==> src/rtl/tt_pkg.sv <==
package tt_pkg;

    localparam int CNT_W   = 32;
    localparam int PER_W   = 28;
    localparam int MODE_W  = 2;

    typedef enum logic [MODE_W-1:0] {
        TM_OFF     = 2'b00,
        TM_RESTART = 2'b01,
        TM_ONESHOT = 2'b10,
        TM_CONT    = 2'b11
    } tmode_e;

    typedef enum logic {
        SEL_CTRL  = 1'b0,
        SEL_COUNT = 1'b1
    } tsel_e;

    // Field order matches the register word, most significant first.
    typedef struct packed {
        tmode_e            mode;
        logic              ie;
        logic              pend;
        logic [PER_W-1:0]  period;
    } tctrl_t;

    function automatic tctrl_t word_to_ctrl(input logic [CNT_W-1:0] w);
        return tctrl_t'(w);
    endfunction

    function automatic logic [CNT_W-1:0] ctrl_to_word(input tctrl_t c);
        return CNT_W'(c);
    endfunction

endpackage

==> src/rtl/tt_ctrl_reg.sv <==
module tt_ctrl_reg
    import tt_pkg::*;
(
    input  logic             clk,
    input  logic             rst,
    input  logic             wr_i,
    input  logic [CNT_W-1:0] wdata_i,
    input  logic             match_i,
    output tctrl_t           ctrl_o,
    output logic             start_o,
    output logic             stop_o
);

    tctrl_t ctrl_q;
    tctrl_t ctrl_d;
    tctrl_t wr_c;
    logic   mode_chg;
    logic   set_pend;

    always_comb begin
        wr_c     = word_to_ctrl(wdata_i);
        mode_chg = wr_i && (wr_c.mode != ctrl_q.mode);
        start_o  = mode_chg && (wr_c.mode != TM_OFF);
        stop_o   = mode_chg && (wr_c.mode == TM_OFF);
        set_pend = match_i && ctrl_q.ie;
    end

    always_comb begin
        ctrl_d = ctrl_q;
        if (wr_i) begin
            ctrl_d.mode   = wr_c.mode;
            ctrl_d.ie     = wr_c.ie;
            ctrl_d.period = wr_c.period;
            // writing 1 keeps the flag, writing 0 clears it
            ctrl_d.pend   = wr_c.pend & ctrl_q.pend;
        end
        if (set_pend) begin
            ctrl_d.pend = 1'b1;
        end
    end

    always_ff @(posedge clk) begin
        if (rst) begin
            ctrl_q <= '0;
        end else begin
            ctrl_q <= ctrl_d;
        end
    end

    assign ctrl_o = ctrl_q;

    a_r11_set_wins: assert property (@(posedge clk) disable iff (rst)
        (match_i && ctrl_q.ie) |=> ctrl_q.pend);

    a_r8_keep_on_one: assert property (@(posedge clk) disable iff (rst)
        (wr_i && wdata_i[PER_W] && !match_i) |=> $stable(ctrl_q.pend));

    a_r8_clear_on_zero: assert property (@(posedge clk) disable iff (rst)
        (wr_i && !wdata_i[PER_W] && !match_i) |=> !ctrl_q.pend);

    a_r4_idle_stable: assert property (@(posedge clk) disable iff (rst)
        (!wr_i && !match_i) |=> $stable(ctrl_q));

endmodule

==> src/rtl/tt_counter.sv <==
module tt_counter
    import tt_pkg::*;
(
    input  logic             clk,
    input  logic             rst,
    input  logic             start_i,
    input  logic             stop_i,
    input  logic             cnt_wr_i,
    input  logic [CNT_W-1:0] cnt_wdata_i,
    input  tmode_e           mode_i,
    input  logic [PER_W-1:0] period_i,
    output logic [CNT_W-1:0] cnt_o,
    output logic             match_o
);

    logic [CNT_W-1:0] cnt_q;
    logic [CNT_W-1:0] cnt_d;
    logic             running_q;
    logic             running_d;
    logic             match;

    assign match = running_q && (cnt_q[PER_W-1:0] == period_i);

    always_comb begin
        running_d = running_q;
        if (start_i) begin
            running_d = 1'b1;
        end else if (stop_i) begin
            running_d = 1'b0;
        end else if (match && (mode_i == TM_ONESHOT)) begin
            running_d = 1'b0;
        end
    end

    always_comb begin
        cnt_d = cnt_q;
        if (cnt_wr_i) begin
            cnt_d = cnt_wdata_i;
        end else if (match) begin
            unique case (mode_i)
                TM_RESTART: cnt_d = '0;
                TM_ONESHOT: cnt_d = cnt_q;
                default:    cnt_d = cnt_q + CNT_W'(1);
            endcase
        end else if (running_q) begin
            cnt_d = cnt_q + CNT_W'(1);
        end
    end

    always_ff @(posedge clk) begin
        if (rst) begin
            cnt_q     <= '0;
            running_q <= 1'b0;
        end else begin
            cnt_q     <= cnt_d;
            running_q <= running_d;
        end
    end

    assign cnt_o   = cnt_q;
    assign match_o = match;

    a_r2_stopped_holds: assert property (@(posedge clk) disable iff (rst)
        (!running_q && !cnt_wr_i) |=> $stable(cnt_q));

    a_r3_step_by_one: assert property (@(posedge clk) disable iff (rst)
        (running_q && !cnt_wr_i && !match) |=> (cnt_q == $past(cnt_q) + CNT_W'(1)));

    a_r5_restart_zero: assert property (@(posedge clk) disable iff (rst)
        (match && mode_i == TM_RESTART && !cnt_wr_i) |=> (cnt_q == '0));

    a_r6_oneshot_halts: assert property (@(posedge clk) disable iff (rst)
        (match && mode_i == TM_ONESHOT && !start_i) |=> !running_q);

    a_r10_load_wins: assert property (@(posedge clk) disable iff (rst)
        cnt_wr_i |=> (cnt_q == $past(cnt_wdata_i)));

endmodule

==> src/rtl/tt_read_mux.sv <==
module tt_read_mux
    import tt_pkg::*;
(
    input  logic             sel_i,
    input  tctrl_t           ctrl_i,
    input  logic [CNT_W-1:0] cnt_i,
    output logic [CNT_W-1:0] rd_o
);

    always_comb begin
        unique case (tsel_e'(sel_i))
            SEL_COUNT: rd_o = cnt_i;
            default:   rd_o = ctrl_to_word(ctrl_i);
        endcase
    end

endmodule

==> src/rtl/tick_timer.sv <==
module tick_timer
    import tt_pkg::*;
(
    input  logic             clk,
    input  logic             rst,
    input  logic             wr_en,
    input  logic             wr_sel,
    input  logic [CNT_W-1:0] wr_data,
    input  logic             rd_sel,
    output logic [CNT_W-1:0] rd_data,
    output logic             tick_irq
);

    tctrl_t           ctrl;
    logic             ctrl_wr;
    logic             cnt_wr;
    logic             start;
    logic             stop;
    logic             match;
    logic [CNT_W-1:0] cnt;

    assign ctrl_wr = wr_en && (tsel_e'(wr_sel) == SEL_CTRL);
    assign cnt_wr  = wr_en && (tsel_e'(wr_sel) == SEL_COUNT);

    tt_ctrl_reg u_ctrl (
        .clk     (clk),
        .rst     (rst),
        .wr_i    (ctrl_wr),
        .wdata_i (wr_data),
        .match_i (match),
        .ctrl_o  (ctrl),
        .start_o (start),
        .stop_o  (stop)
    );

    tt_counter u_cnt (
        .clk         (clk),
        .rst         (rst),
        .start_i     (start),
        .stop_i      (stop),
        .cnt_wr_i    (cnt_wr),
        .cnt_wdata_i (wr_data),
        .mode_i      (ctrl.mode),
        .period_i    (ctrl.period),
        .cnt_o       (cnt),
        .match_o     (match)
    );

    tt_read_mux u_rd (
        .sel_i  (rd_sel),
        .ctrl_i (ctrl),
        .cnt_i  (cnt),
        .rd_o   (rd_data)
    );

    assign tick_irq = ctrl.pend & ctrl.ie;

    a_r9_irq_drops_on_clear: assert property (@(posedge clk) disable iff (rst)
        (ctrl_wr && !wr_data[PER_W] && !match) |=> !tick_irq);

    a_r4_no_flag_without_enable: assert property (@(posedge clk) disable iff (rst)
        (!ctrl.ie && !ctrl.pend && !ctrl_wr) |=> !tick_irq);

endmodule

==> config.mk <==
export PLATFORM = sky130hd
export DESIGN_NAME = tick_timer
export DESIGN_NICKNAME = d
export VERILOG_FILES = /design/src/rtl/tt_pkg.sv /design/src/rtl/tt_ctrl_reg.sv /design/src/rtl/tt_counter.sv /design/src/rtl/tt_read_mux.sv /design/src/rtl/tick_timer.sv
export SDC_FILE = /design/constraint.sdc
export NUM_CORES = 1
export LEC_CHECK = 0
export ABC_AREA = 1
export BUFFER_PORTS_ARGS = -buffer_cell sky130_fd_sc_hd__buf_2
export CAP_MARGIN = 20
export CORE_AREA = 5 5 97 99
export CTS_BUF_LIST = sky130_fd_sc_hd__clkbuf_16
export DETAILED_ROUTE_END_ITERATION = 10
export DIE_AREA = 0 0 102 104
export PLACE_DENSITY_LB_ADDON = 0.05
export SLEW_MARGIN = 10
export SYNTH_ARGS = -nofsm -noshare
export SYNTH_HDL_FRONTEND = slang
export SYNTH_SLANG_ARGS = --single-unit
==> constraint.sdc <==
create_clock -name clk -period 1.9 [get_ports clk]
set_input_delay 0.285 -clock clk [delete_from_list [all_inputs] [get_ports clk]]
set_output_delay 0.285 -clock clk [all_outputs]
set_load 0.1 [all_outputs]
==> flow_summary.yaml <==
placed_design:
  gp_congestion: 0.985
  dpl.hpwl_mm: 11.6
  dpl.cell_count: 1011
  port_buffers: 69
finish:
  final_cell_mix: "263 x nand2_1, 130 x nor2_1, 62 x inv_1"
  mostFrequentLayoutCell: "nand2_1"
  final_core_util: 0.786
  drive_above_1_share: 0.282
  stdcell_count: 1033
  synthToLayoutAreaGrowth_pct: 40.8
  diodes: 0
  nets: 958
hold_path:
  hold_class: "input port to flip-flop"
  min_to: "u_ctrl.ctrl_o[24]$_SDFFE_PP0P_"
  hold_start: "wr_data[24]"
  hold_depth: 3
worst_setup_path:
  rrSetupSlack_ns: 0.06
  r2r_start: "u_cnt.cnt_o[5]$_SDFFE_PP0P_"
  worstReg2RegEnd: "u_cnt.cnt_o[16]$_SDFFE_PP0P_"
  path_cells: "inv_2, nand2_1, nand2_1, nor2_1, nand2_1, nor2_1, nand2_1, nor2_4, nand3_4, buf_6, nand2_2, nand2_2, nand2_1, a21oi_1"
  endpoint_kind: "flip-flop"
  reg2regPathDepth: 14
  slowest_stage: "dfxtp_2"
  path_max_fanout: 7
  path_delay_family: "simple AND/OR/NAND/NOR gates"
  path_buf_inv: 2
  crit_top_cell: "nand2_1"
  worstSetupPathType: "flip-flop to flip-flop"
  cp.arrival_ns: 2.04
  slowest_delay_ns: 0.42
  worstPathRequired_ns: 2.10
  critPathLaunchType: "flip-flop"
clock_network:
  clockBufferDepth: 2
  cts_tree: "done"
  holdBufCountCts: 0
  clock_latency_ns: 0.33
  cts_buffers: 9
  root_buffer: "clkbuf_16"
  cts_sinks: 65
  clk_pin_slew_ns: 0.06
  htree_levels: 3
pwr:
  internal_power_mw: 2.92
  power.share.clock: 0.360
  power_density_nw_per_um2: 683
  power_frac_seq: 0.334
  leakage_nw: 2.88
  ir_drop_mv: 0.476
  power_switching_mw: 1.62
  switching_share: 0.356
  combPwrFrac: 0.306
synth:
  yosysSeqAreaShare: 0.275
  synth_edf_count: 0
  syn_nets: 865
  netlist_area_sq_um: 4720
  syn-instance-count: 827
  avgSynthCellArea_sq_um: 5.71
  ys_ff_latch: 65
  yosysWarningCount: 0
  ys_types: 27
  ys.flop_type: "dfxtp_1"
  ys_async_sr_fraction: 0
job:
  maxCapViolCount: 0
die:
  io_pins: 70
  die_x_um: 102
  dieArea_sq_um: 10600
  core.rowCount: 34
  core_sq_um: 8470
  die_h_um: 104
  start_util: 0.558
sta:
  clock_skew_ns: 0.00718
  setup_viol: 0
  rsz0062_at_grt: "yes"
  max_clock_freq_mhz: 543
  finalMaxSlewViolations: 0
  worst_pin_slew_ns: 0.485
  finalSetupTns_ns: 0
  relSlewSlack: 0.679
  period_share: 0.969
  period_needed_ns: 1.84
  finalHoldViolations: 0
global_route:
  grt_pass1_wl_mm: 25.6
  grt_pass1_vias: 5273
  grt_max_degree: 66
  grt_overflow: 0
  antenna_found_initial: 0
  track_usage: 0.302
detailed_routing:
  via_per_inst: 5.47
  drt_iter0_drc: 397
  first_pass_iters: 5
  ant_nets: 0
  routed_wl_mm: 16.5
  dr_total_vias: 5648
  drcViolationCount: 0
  post_drt_wl_per_cell_um: 16.0
outcome:
  outcome: "finished, final reports clean"
sequential cells by signal (all words and copies together), names as in the netlist:
signal and cells:
u_cnt.cnt_o 32, u_cnt.running_q 1, u_ctrl.ctrl_o 32
Yosys cell counts, types with 6 or more instances:
cell	n	area share
nand3_1	60	0.064
a21oi_1	31	0.033
xnor2_1	6	0.011
nor3_1	7	0.0074
a211oi_1	27	0.043
nand2_1	281	0.22
dfxtp_1	65	0.28
inv_1	66	0.052
buf_2	13	0.014
inv_2	11	0.0087
xor2_1	23	0.043
nor2_1	150	0.12
o21ai_0	29	0.031
clkbuf_1	25	0.020
power by group through the flow:
stage          logic, mW  registers, mW  clock network (mW)
3_5_place_dp        1.33           1.54                   0
3_3_place_gp        1.31           1.54                   0
5_1_grt             1.48           1.53                1.71
4_1_cts             1.34           1.51                1.64
2_1_floorplan      0.884           1.52                   0
6_report            1.39           1.52                1.64
cells by family (layout without fill, tap and decap cells):
group / Yosys count / in the layout / synth area share
buffers and inverters: 126 / 224 / 0.113
flip-flops: 65 / 65 / 0.275
adder cells (fa/ha/maj): 1 / 1 / 0.00265
XOR/XNOR: 29 / 29 / 0.0538
AO/OA/AOI/OAI: 89 / 89 / 0.110
AND/OR/NAND/NOR: 517 / 517 / 0.445
timing repair:
item | in CTS | in global routing
endpoints found under the hold margin | 0 | 0
gates resized for setup | 15 | 77
gates cloned | 0 | 2
endpoints found under the setup margin | 32 | 32
setup buffers | 3 | 1
pin swaps | 2 | 7
worst max-delay path by stage:
stage          slack [ns]  cells after the start                           start                            to
2_1_floorplan       -0.59                      3                          rd_sel                   rd_data[15]
3_3_place_gp        -0.17                     12     u_cnt.cnt_o[1]$_SDFFE_PP0P_  u_cnt.cnt_o[22]$_SDFFE_PP0P_
3_5_place_dp        -0.21                     12     u_cnt.cnt_o[1]$_SDFFE_PP0P_  u_cnt.cnt_o[22]$_SDFFE_PP0P_
4_1_cts            0.0005                     14     u_cnt.cnt_o[2]$_SDFFE_PP0P_  u_cnt.cnt_o[16]$_SDFFE_PP0P_
5_1_grt             -0.08                     14  u_ctrl.ctrl_o[11]$_SDFFE_PP0P_  u_cnt.cnt_o[19]$_SDFFE_PP0P_
6_report             0.06                     14     u_cnt.cnt_o[5]$_SDFFE_PP0P_  u_cnt.cnt_o[16]$_SDFFE_PP0P_
worst register-to-register path, delay by kind of cell, from the launching register on:
kind,cells,cell delay (ns)
buf+inv,2,0.22
compound gates,1,0.07
flops,1,0.42
simple gates,11,0.98
layout make-up:
class                           instances  area, sq um
Clock buffer                            9          225
Clock inverter                          7         61.3
Fill cell                             645         1810
Inverter                               80          300
Multi-Input combinational cell        636         3220
Sequential cell                        65         1340
Tap cell                              108          135
Timing Repair Buffer                  128         1370
metal layers:
metal	global-route usage	part of all wire	up-vias
met2	0.461	0.46	307
met1	0.415	0.41	2519
met5	0	0	-
met4	0.130	0.032	0
li1	-	-	2773
met3	0.0503	0.096	49
metrics by stage:
step	instance area, sq um	setup WS (ns)	hold WS, ns	power, mW
3_5_place_dp	6050	-0.214	0.493	2.87
3_3_place_gp	6050	-0.168	0.475	2.84
2_1_floorplan	4860	-0.589	0.434	2.40
6_report	6650	0.0596	0.221	4.54
5_1_grt	6650	-0.0766	0.236	4.71
4_1_cts	6400	0.000485	0.214	4.49
No activity file was read; power rests on OpenSTA's default activity.
